[config.mk]
export PLATFORM = sky130hd
export DESIGN_NAME = li_charge_seq
export DESIGN_NICKNAME = d
export VERILOG_FILES = /design/src/rtl/chg_pkg.sv /design/src/rtl/chg_debounce.sv /design/src/rtl/chg_timer.sv /design/src/rtl/li_charge_seq.sv
export SDC_FILE = /design/constraint.sdc
export NUM_CORES = 1
export LEC_CHECK = 0
export ABC_AREA = 1
export BUFFER_PORTS_ARGS = -buffer_cell sky130_fd_sc_hd__buf_4
export CAP_MARGIN = 20
export CORE_MARGIN = 2
export CORE_UTILIZATION = 40
export CTS_BUF_LIST = sky130_fd_sc_hd__clkbuf_16
export CTS_CLUSTER_DIAMETER = 50
export DETAILED_ROUTE_END_ITERATION = 6
export GPL_TIMING_DRIVEN = 0
export PLACE_DENSITY = 0.6
export SYNTH_ARGS = -nofsm -noshare
export SYNTH_HDL_FRONTEND = slang
export SYNTH_SLANG_ARGS = --single-unit
[constraint.sdc]
create_clock -name clk -period 1.7 [get_ports clk]
set_input_delay 0.17 -clock clk [delete_from_list [all_inputs] [get_ports clk]]
set_output_delay 0.17 -clock clk [all_outputs]
set_load 0.01 [all_outputs]
[src/rtl/chg_pkg.sv]
package chg_pkg;
  typedef enum logic [2:0] {
    ST_SLEEP, ST_DIS, ST_PRE, ST_FAST, ST_DONE, ST_ABS, ST_FAULT, ST_NOBAT
  } chg_state_t;

  typedef enum logic [1:0] {
    MD_OFF = 2'b00, MD_SHORT = 2'b01, MD_PRE = 2'b10, MD_FAST = 2'b11
  } chg_mode_t;

  localparam int unsigned F_LOW    = 0;
  localparam int unsigned F_SHORT  = 1;
  localparam int unsigned F_FULL   = 2;
  localparam int unsigned F_TAPER  = 3;
  localparam int unsigned F_TERM   = 4;
  localparam int unsigned F_TEMP   = 5;
  localparam int unsigned F_HOT    = 6;
  localparam int unsigned F_SUPPLY = 7;
  localparam int unsigned NFLAG    = 8;

  function automatic logic f_suspend(logic temp_ok, logic die_hot);
    return !temp_ok || die_hot;
  endfunction

  function automatic chg_mode_t f_mode(chg_state_t st, logic susp, logic shortf);
    if (susp) return MD_OFF;
    if (st == ST_PRE) return shortf ? MD_SHORT : MD_PRE;
    if (st == ST_FAST) return MD_FAST;
    return MD_OFF;
  endfunction
endpackage

[src/rtl/chg_debounce.sv]
module chg_debounce #(
  parameter int unsigned DEB_CYC = 16
) (
  input  logic clk,
  input  logic rst_n,
  input  logic raw_i,
  output logic flt_o
);
  localparam int unsigned CW = $clog2(DEB_CYC + 1);

  logic          s1_q, s2_q, q_q;
  logic [CW-1:0] cnt_q;

  always_ff @(posedge clk or negedge rst_n) begin
    if (!rst_n) begin
      s1_q  <= 1'b0;
      s2_q  <= 1'b0;
      q_q   <= 1'b0;
      cnt_q <= '0;
    end else begin
      s1_q <= raw_i;
      s2_q <= s1_q;
      if (s2_q == q_q) begin
        cnt_q <= '0;
      end else if (cnt_q == CW'(DEB_CYC - 1)) begin
        q_q   <= s2_q;
        cnt_q <= '0;
      end else begin
        cnt_q <= cnt_q + 1'b1;
      end
    end
  end

  assign flt_o = q_q;
endmodule

[src/rtl/chg_timer.sv]
module chg_timer #(
  parameter int unsigned LIMIT = 2065,
  localparam int unsigned W    = $clog2(LIMIT + 1)
) (
  input  logic         clk,
  input  logic         rst_n,
  input  logic         clr_i,
  input  logic         zero_i,
  input  logic         step_i,
  output logic [W-1:0] cnt_o,
  output logic         exp_o
);
  logic [W-1:0] cnt_q;

  assign exp_o = (cnt_q >= W'(LIMIT));

  always_ff @(posedge clk or negedge rst_n) begin
    if (!rst_n)                cnt_q <= '0;
    else if (clr_i || zero_i)  cnt_q <= '0;
    else if (step_i && !exp_o) cnt_q <= cnt_q + 1'b1;
  end

  assign cnt_o = cnt_q;

  // the counter saturates at its limit
  p_cnt_bound_r2: assert property (@(posedge clk) disable iff (!rst_n)
    cnt_q <= W'(LIMIT));
endmodule

[src/rtl/li_charge_seq.sv]
module li_charge_seq
  import chg_pkg::*;
#(
  parameter int unsigned DEB_CYC     = 16,
  parameter int unsigned PRESCALE    = 1000,
  parameter int unsigned PRE_TICKS   = 2065,
  parameter int unsigned TAPER_TICKS = 2065,
  parameter int unsigned FAST_TICKS  = 20650
) (
  input  logic       clk,
  input  logic       rst_n,
  input  logic       bat_low_i,
  input  logic       bat_short_i,
  input  logic       bat_full_i,
  input  logic       taper_i,
  input  logic       term_i,
  input  logic       temp_ok_i,
  input  logic       die_hot_i,
  input  logic       supply_ok_i,
  input  logic       chg_en_n_i,
  input  logic       tmr_en_n_i,
  input  logic       chk_done_i,
  input  logic       chk_present_i,
  output logic [1:0] mode_o,
  output logic       stat1_on_o,
  output logic       stat2_on_o,
  output logic       pgood_o,
  output logic       chk_req_o
);
  localparam int unsigned PSW = $clog2(PRESCALE + 1);
  localparam int unsigned PW  = $clog2(PRE_TICKS + 1);
  localparam int unsigned TW  = $clog2(TAPER_TICKS + 1);
  localparam int unsigned FW  = $clog2(FAST_TICKS + 1);

  // ---------------- flag conditioning ----------------
  logic [NFLAG-1:0] raw, flt;
  assign raw = {supply_ok_i, die_hot_i, temp_ok_i, term_i,
                taper_i, bat_full_i, bat_short_i, bat_low_i};

  for (genvar g = 0; g < NFLAG; g++) begin : g_deb
    chg_debounce #(.DEB_CYC(DEB_CYC)) u_deb (
      .clk(clk), .rst_n(rst_n), .raw_i(raw[g]), .flt_o(flt[g]));
  end

  // ---------------- pin synchronizers ----------------
  logic ce1_q, ce2_q, cep_q, te1_q, te2_q, tep_q;
  always_ff @(posedge clk or negedge rst_n) begin
    if (!rst_n) begin
      {ce1_q, ce2_q, cep_q} <= 3'b111;
      {te1_q, te2_q, tep_q} <= 3'b111;
    end else begin
      ce1_q <= chg_en_n_i; ce2_q <= ce1_q; cep_q <= ce2_q;
      te1_q <= tmr_en_n_i; te2_q <= te1_q; tep_q <= te2_q;
    end
  end

  logic ce_fall, te_fall, tte_on;
  assign ce_fall = cep_q && !ce2_q;
  assign te_fall = tep_q && !te2_q;
  assign tte_on  = !te2_q;

  // ---------------- tick prescaler ----------------
  logic [PSW-1:0] ps_q;
  logic           tick;
  assign tick = (ps_q == PSW'(PRESCALE - 1));
  always_ff @(posedge clk or negedge rst_n) begin
    if (!rst_n)    ps_q <= '0;
    else if (tick) ps_q <= '0;
    else           ps_q <= ps_q + 1'b1;
  end

  // ---------------- state and timers ----------------
  chg_state_t st_q, st_nxt;
  logic       susp, clr_fsm, clr_all, seen_q;
  logic       pre_exp, tap_exp, fast_exp;
  logic [PW-1:0] pre_cnt;
  logic [TW-1:0] tap_cnt;
  logic [FW-1:0] fast_cnt;
  logic       in_fast_run;

  assign susp        = f_suspend(flt[F_TEMP], flt[F_HOT]);
  assign in_fast_run = (st_q == ST_FAST) && !susp;
  assign clr_all     = clr_fsm || te_fall;

  chg_timer #(.LIMIT(PRE_TICKS)) u_pre (
    .clk(clk), .rst_n(rst_n), .clr_i(clr_all), .zero_i(1'b0),
    .step_i((st_q == ST_PRE) && !susp && tick), .cnt_o(pre_cnt), .exp_o(pre_exp));

  chg_timer #(.LIMIT(FAST_TICKS)) u_fast (
    .clk(clk), .rst_n(rst_n), .clr_i(clr_all), .zero_i(1'b0),
    .step_i(in_fast_run && tte_on && tick), .cnt_o(fast_cnt), .exp_o(fast_exp));

  chg_timer #(.LIMIT(TAPER_TICKS)) u_tap (
    .clk(clk), .rst_n(rst_n), .clr_i(clr_all), .zero_i(in_fast_run && !flt[F_TAPER]),
    .step_i(in_fast_run && flt[F_TAPER] && tick), .cnt_o(tap_cnt), .exp_o(tap_exp));

  chg_state_t restart_st;
  assign restart_st = flt[F_LOW] ? ST_PRE : ST_FAST;

  always_comb begin
    st_nxt  = st_q;
    clr_fsm = 1'b0;
    if (!flt[F_SUPPLY]) begin
      st_nxt = ST_SLEEP;
    end else if (ce2_q) begin
      st_nxt = ST_DIS;
    end else if (ce_fall || st_q == ST_SLEEP || st_q == ST_DIS) begin
      st_nxt  = restart_st;
      clr_fsm = 1'b1;
    end else begin
      unique case (st_q)
        ST_PRE: begin
          if (!flt[F_LOW]) begin
            st_nxt  = ST_FAST;
            clr_fsm = 1'b1;
          end else if (pre_exp) begin
            st_nxt = ST_FAULT;
          end
        end
        ST_FAST: begin
          if (!susp && tte_on) begin
            if (flt[F_TERM] || tap_exp) st_nxt = ST_DONE;
            else if (fast_exp)          st_nxt = ST_FAULT;
          end
        end
        ST_DONE:  if (!flt[F_FULL]) st_nxt = ST_ABS;
        ST_ABS: begin
          if (chk_done_i) begin
            if (chk_present_i) begin
              st_nxt  = restart_st;
              clr_fsm = 1'b1;
            end else begin
              st_nxt = ST_NOBAT;
            end
          end
        end
        ST_FAULT: if (seen_q && !flt[F_FULL]) st_nxt = ST_ABS;
        default: st_nxt = st_q;
      endcase
    end
  end

  always_ff @(posedge clk or negedge rst_n) begin
    if (!rst_n) begin
      st_q   <= ST_SLEEP;
      seen_q <= 1'b0;
    end else begin
      st_q   <= st_nxt;
      seen_q <= (st_q == ST_FAULT) && (seen_q || flt[F_FULL]);
    end
  end

  // ---------------- outputs ----------------
  assign mode_o     = f_mode(st_q, susp, flt[F_SHORT]);
  assign stat1_on_o = (st_q == ST_PRE || st_q == ST_FAST) && !susp;
  assign stat2_on_o = (st_q == ST_DONE);
  assign pgood_o    = flt[F_SUPPLY];
  assign chk_req_o  = (st_q == ST_ABS);

  // ---------------- assertions ----------------
  // a fault is only ever entered from an expired safety timer
  p_fault_cause_r1: assert property (@(posedge clk) disable iff (!rst_n)
    $rose(st_q == ST_FAULT) |-> $past(pre_exp || fast_exp));

  // fast charge always starts with cleared timers
  p_fast_clear_r2: assert property (@(posedge clk) disable iff (!rst_n)
    $rose(st_q == ST_FAST) |-> (pre_cnt == '0 && fast_cnt == '0 && tap_cnt == '0));

  // done is only entered on termination or taper expiry
  p_done_cause_r4: assert property (@(posedge clk) disable iff (!rst_n)
    $rose(st_q == ST_DONE) |-> $past(flt[F_TERM] || tap_exp));

  // timers freeze during a suspend
  p_hold_r5: assert property (@(posedge clk) disable iff (!rst_n)
    (susp && !clr_all) |=> ($stable(pre_cnt) && $stable(fast_cnt) && $stable(tap_cnt)));

  // no current while suspended
  p_off_r5: assert property (@(posedge clk) disable iff (!rst_n)
    susp |-> (mode_o == 2'b00));

  // the two status indications are never both on
  p_stat_r8: assert property (@(posedge clk) disable iff (!rst_n)
    $onehot0({stat1_on_o, stat2_on_o}));

  // a lost supply always leads to sleep, with outputs quiet there
  p_sleep_r10: assert property (@(posedge clk) disable iff (!rst_n)
    !flt[F_SUPPLY] |=> (st_q == ST_SLEEP));
  p_sleep_out_r10: assert property (@(posedge clk) disable iff (!rst_n)
    (st_q == ST_SLEEP) |-> (!stat1_on_o && !stat2_on_o && mode_o == 2'b00));
endmodule

Yosys cells after proc, flatten, opt, wreduce, memory -nomap -nowiden --
Cells that the tools add are included. W data, S select, Z words.
Word-level totals: output and inout bits 6, bits in registers 123, word-level logic and storage cells 201
Cells by class: eq/ne operators 30, bitwise operators 8, reduce and logical (&&, ||, !) cells 47, mux-type cells 57, $add $sub $neg 12, $lt $le $gt $ge 3
Operator list (count):
- $mux W5 | 16
- $mux W12 | 4
- $add A5 B1 Y5 const B | 8
- $eq A5 B4 Y1 const B | 8
- $mux W3 | 12
- $mux W15 | 2
- $add A12 B1 Y12 const B | 2
- $ge A12 B12 Y1 const B | 2
- $ne A5 B5 Y1 const B | 4
- $logic_and A1 B1 Y1 | 17
- $reduce_and A2 Y1 | 8
- $add A15 B1 Y15 const B | 1
- $ge A15 B15 Y1 const B | 1
- $pmux W3 S5 | 1
- $mux W2 | 7
- $mux W1 | 13
- $ne A6 B5 Y1 const B | 2
- $add A10 B1 Y10 const B | 1
- $eq A10 B10 Y1 const B | 1
- $mux W10 | 1
- $eq A3 B3 Y1 const B | 3
- $logic_not A1 Y1 | 9
- $eq A1 B1 Y1 | 8
- $logic_or A1 B1 Y1 | 8
- 8 further kinds | 18

Logic depth before layout (Yosys ltp) --
depth in word-level cells 10, gate-level depth with buffers 12, mapped depth without buffers 12

Cells and area by module --
From an unflattened synthesis, not the netlist that was laid out.
Second synthesis, totals: cells, all modules 907, area, all modules 6880.3 um^2
By module, submodules not included:
- chg_debounce | seq. area each 200.2 um^2, area an instance 322.8 um^2, instances 8, cells each 35
- chg_timer at u_pre ... | seq. area each 300.3 um^2, area an instance 892.1 um^2, instances 2, cells each 134
- li_charge_seq | seq. area each 508.0 um^2, area an instance 1278.7 um^2, instances 1, cells each 187
- chg_timer at u_fast | seq. area each 375.4 um^2, area an instance 1234.9 um^2, instances 1, cells each 172

Least setup slack after synthesis --
Ideal clock, no wire load.
kind register to register, from register ps_q[0], to register u_tap.cnt_q[6] (netlist: u_tap.cnt_o[6]), arrival time 1.437 ns, library setup time 0.121 ns, setup slack 0.143 ns, buffers on the path 1, required time 1.579 ns, cell stages (with the launch flop) 10, path through dfrtp_1 > ha_1 > nand2_2 > nor3_2 > nand2_2 > nor2_4 > nand3_1 > buf_2 > o21ai_1 > a21oi_1
Between the ends: cells in the longest elaborated chain, start to end 4
Ends and longest elaborated chain:
- start, declared | line li_charge_seq.sv:63 | logic [PSW-1:0] ps_q;
- start signal, assigned | line li_charge_seq.sv:69 | else ps_q <= ps_q + 1'b1;
- $eq A10 B10 Y1 | line li_charge_seq.sv:65 | assign tick = (ps_q == PSW'(PRESCALE - 1));
- $logic_and A1 B1 Y1 | line li_charge_seq.sv:95 | .step_i(in_fast_run && flt[F_TAPER] && tick), .cnt_o(tap_cnt), .exp_o(tap_exp));
- $logic_and A1 B1 Y1 | line chg_timer.sv:20 | else if (step_i && !exp_o) cnt_q <= cnt_q + 1'b1;
- $reduce_bool A2 Y1 (no line)
- end signal, assigned | line chg_timer.sv:20
- end, declared | line chg_timer.sv:13 | logic [W-1:0] cnt_q;
No other way between the ends. A chain may end at the register's enable or synchronous reset.

Final worst setup path --
from register u_fast.cnt_q[1] (netlist: u_fast.cnt_o[1]), to register u_fast.cnt_q[2] (netlist: u_fast.cnt_o[2])
Between the ends: cells in the longest elaborated chain, start to end 4, elaborated cells on any way between the ends 7, those cells by class 1 x add/sub; 1 x order compare; 2 x mux; 3 x reduce/logical
Ends and longest elaborated chain:
- start, declared | line chg_timer.sv:13
- start signal, assigned | line chg_timer.sv:20
- $ge A15 B15 Y1 | line chg_timer.sv:15 | assign exp_o = (cnt_q >= W'(LIMIT));
- $logic_not A1 Y1 | line chg_timer.sv:20
- $logic_and A1 B1 Y1 | line chg_timer.sv:20
- $reduce_bool A2 Y1 (no line)
Several ways; a longest one is shown, not always the timed one. The select of a mux whose other input is x is not followed.

==> summary.md <==
| Metric | Value |
|---|---|
| DR pass1 iterations | `6` |
| Vias/cell | `4.97` |
| R2R Setup Slk | `0.05 ns` |
| Later-pin clock latency in the skew report | `0.42 ns` |
| CTS tree | `done` |
| Synth Register Bits | `123` |
| Crit path from | `u_fast.cnt_o[1]` |
| EDFF count, synth | `0` |
| Clock tree buffer depth | `2` |
| Status | `complete, no violations` |
| Max Cap Viol | `0` |
| Skew final | `0.00573 ns` |
| Hold Violations, Final | `0` |
| Largest net degree at the start of global routing | `87` |
| Routed Antenna Nets | `0` |
| Crit share post-route | `97.2%` |
| Worst-path clk slew | `0.06 ns` |
| Crit Reg-Reg Startpoint | `u_fast.cnt_o[1]` |
| DIE AREA | `16600 um2` |
| Hold_sp | `chk_present_i` |
| H-tree Lvls | `4` |
| WS Path Type | `register to register` |
| Most frequent cells in the layout | `nand2_1, dfrtp_1, nor2_1, nand3_1, inv_1` |
| CP most frequent cell | `nand2_1` |
| Port Buffers | `19` |
| Critical Path RT | `2.05 ns` |
| Boundary pin count | `20` |
| Slew @ Worst Pin | `0.473 ns` |
| Ys Warns | `0` |
| Rows | `45` |
| Gr usage total | `16.4%` |
| CTS buffer count | `17` |
| Layout cell share with drive strength beyond 1 | `19.7%` |
| WL/cell | `12.8 um` |
| Post-synth top flop | `dfrtp_1` |
| F_max | `0.605 GHz` |
| Leading cell type in the layout, fill and taps excluded | `nand2_1` |
| DRC errors left | `0` |
| Min-Delay Endpoint | `st_q[2]` |
| Final nets | `825` |
| Clock sink count | `123` |
| Routed vias | `4942` |
| Leak | `3.76 nW` |
| Post-place setup slack | `-0.128 ns` |
| GP Congestion | `0.928` |
| Number of fill cells in the layout | `1339` |
| Grt ovf | `0` |
| Final count of negative-setup-slack endpoints | `0` |
| Register area share after synthesis | `49.6%` |
| WHS Path Cells | `6` |
| Syn_area_per_cell | `8.66 um2` |
| Die H | `129 um` |
| Post-synth cell types | `39` |
| Max IR drop VDD | `0.851 mV` |
| PnR worst setup slack | `0.0483 ns` |
| Vias in the first global route | `4800` |
| Initial core utilization | `40.9%` |
| Iter 0 DRT Violations | `298` |
| Hold Crit Class | `primary input to register` |
| Async set-reset flop share out of synthesis | `100%` |
| Fin util | `51.1%` |
| Initial antenna violation count | `0` |
| First-pass GRT wire length | `21.5 mm` |
| FF-to-FF End | `u_fast.cnt_o[2]` |
| Worst endpoint data arrival time | `2.01 ns` |
| Overall die width | `129 um` |
| Relative slew slack | `68.5%` |
| Post-Syn Area | `6220 um2` |
| Syn_nets | `749` |
| Critical Path End Type | `register` |
| Area growth, synth to finish | `25.0%` |
| Synth Instances | `718` |
| R2R cell count | `11` |
| DP HPWL | `8.41 mm` |
| Core Area | `15200 um2` |
| Critical Path Max Stage Delay | `0.45 ns` |
| Crit path max fanout | `6` |
| Slowest CP cell | `dfrtp_2` |
| Pwr Density | `930 nW/um2` |
| Min cycle time layout | `1.65 ns` |
| Count of final max-slew check failures | `0` |
| Diodes inserted | `0` |
| CP startpoint kind | `register` |
| Cells along the critical path | `ha_1 -> nand3_1 -> nor2_1 -> nand2_1 -> nand2_1 -> nor2_4 -> nand3_4 -> inv_4 -> clkbuf_16 -> nand3_1 -> nand2_1` |
| Root Driver | `clkbuf_16` |
| RSZ-0062 raised after global routing | `yes` |
| WL final | `12.7 mm` |
## registers in the layout, indices dropped and copies added (netlist names)
register           count
te2_q                  1
st_q                   3
g_deb.u_deb.flt_o      8
seen_q                 1
g_deb.u_deb.cnt_q     40
g_deb.u_deb.s1_q       8
tep_q                  1
te1_q                  1
cep_q                  1
ce2_q                  1
ps_q                  10
ce1_q                  1
g_deb.u_deb.s2_q       8
u_pre.cnt_o           12
u_tap.cnt_o           12
u_fast.cnt_o          15
## worst max path at each step
stage                      end  slack [ns]
2_1_floorplan   u_tap.cnt_o[6]        0.14
3_3_place_gp    u_tap.cnt_o[9]        -0.1
4_1_cts         u_tap.cnt_o[6]       0.002
5_1_grt        u_pre.cnt_o[11]       -0.07
6_report       u_fast.cnt_o[2]        0.05
3_5_place_dp    u_tap.cnt_o[3]       -0.13
## critical path: cells and delay by family, from the launching register on
kind	cells	cell delay, ns
fa+ha+maj	1	0.20
flops	1	0.45
simple gates	8	0.68
buf+inv	2	0.25
## report_power, final
part	total (W)	internal, W	switching (W)
Clock	0.00373	0.00242	0.00131
Sequential	0.00312	0.00303	0.0000856
Combinational	0.000380	0.000157	0.000223
Total	0.00723	0.00561	0.00162
## cell families (layout without fill, tap and decap cells)
kind of cell             count (synthesis)  count (layout)  synth area share, %
AND/OR/NAND/NOR                        394             394                 29.5
flip-flops                             123             123                 49.6
buffers and inverters                   85             173                 5.75
XOR/XNOR                                51              51                 7.18
AO/OA/AOI/OAI                           43              43                 3.62
adder cells (fa/ha/maj)                 17              17                 3.42
multiplexers                             5               5                0.905
## layer usage
layer / global-route usage, % / part of all wire, %
met1: 20.6 / 47
met2: 26.4 / 47
met3: 4.28 / 3.9
met5: 0 / 0
met4: 7.74 / 2.1
## Yosys cell counts, drive strengths merged (3+ instances only)
library cell    n  share of area, %
inv            69               4.2
ha             17               3.4
buf            13               1.4
a21boi          3              0.36
dfstp           6               2.5
nor2          102               6.6
mux2            5              0.91
nand3b         15               1.8
xnor2          11               1.5
nand2         142               9.2
xor2           40               5.6
a21oi          23               1.9
and3            8              0.80
nand3          89               7.5
dfrtp         117                47
nand4           8              0.91
nor3           26               2.3
o21ai          16               1.3
## what timing repair did
| action | CTS | global route |
|---|---|---|
| endpoints found under the setup margin | 42 | 46 |
| setup buffers | 9 | 15 |
| gates resized for setup | 28 | 40 |
| pin swaps | 5 | 15 |
| cloned | 1 | 2 |
| hold endpoints to repair | 47 | 0 |
| hold buffers | 11 | 0 |
## cell type report
cell class	instances	area, um2	share of cell area, %
Buffer	13	139	1.79
Clock buffer	17	425	5.47
Clock inverter	14	181	2.33
Inverter	71	282	3.62
Multi-Input combinational cell	510	2910	37.5
Sequential cell	123	3090	39.8
Tap cell	188	235	3.03
Timing Repair Buffer	57	500	6.44
Timing Repair inverter	1	5.00	0.0644
## through the flow
step / TNS, ns / area [um2] / total power, W / hold slack, ns / std cells
6_report: 0 / 7770 / 0.00723 / 0.209 / 994
5_1_grt: -1.34 / 7770 / 0.00753 / 0.255 / 994
4_1_cts: 0 / 7510 / 0.00733 / 0.192 / 978
3_5_place_dp: -3.64 / 6630 / 0.00352 / 0.0992 / 926
3_3_place_gp: -2.49 / 6600 / 0.00349 / 0.280 / 925
2_1_floorplan: 0 / 6220 / 0.00335 / -0.126 / 718
No activity file was read; power rests on OpenSTA's default activity.
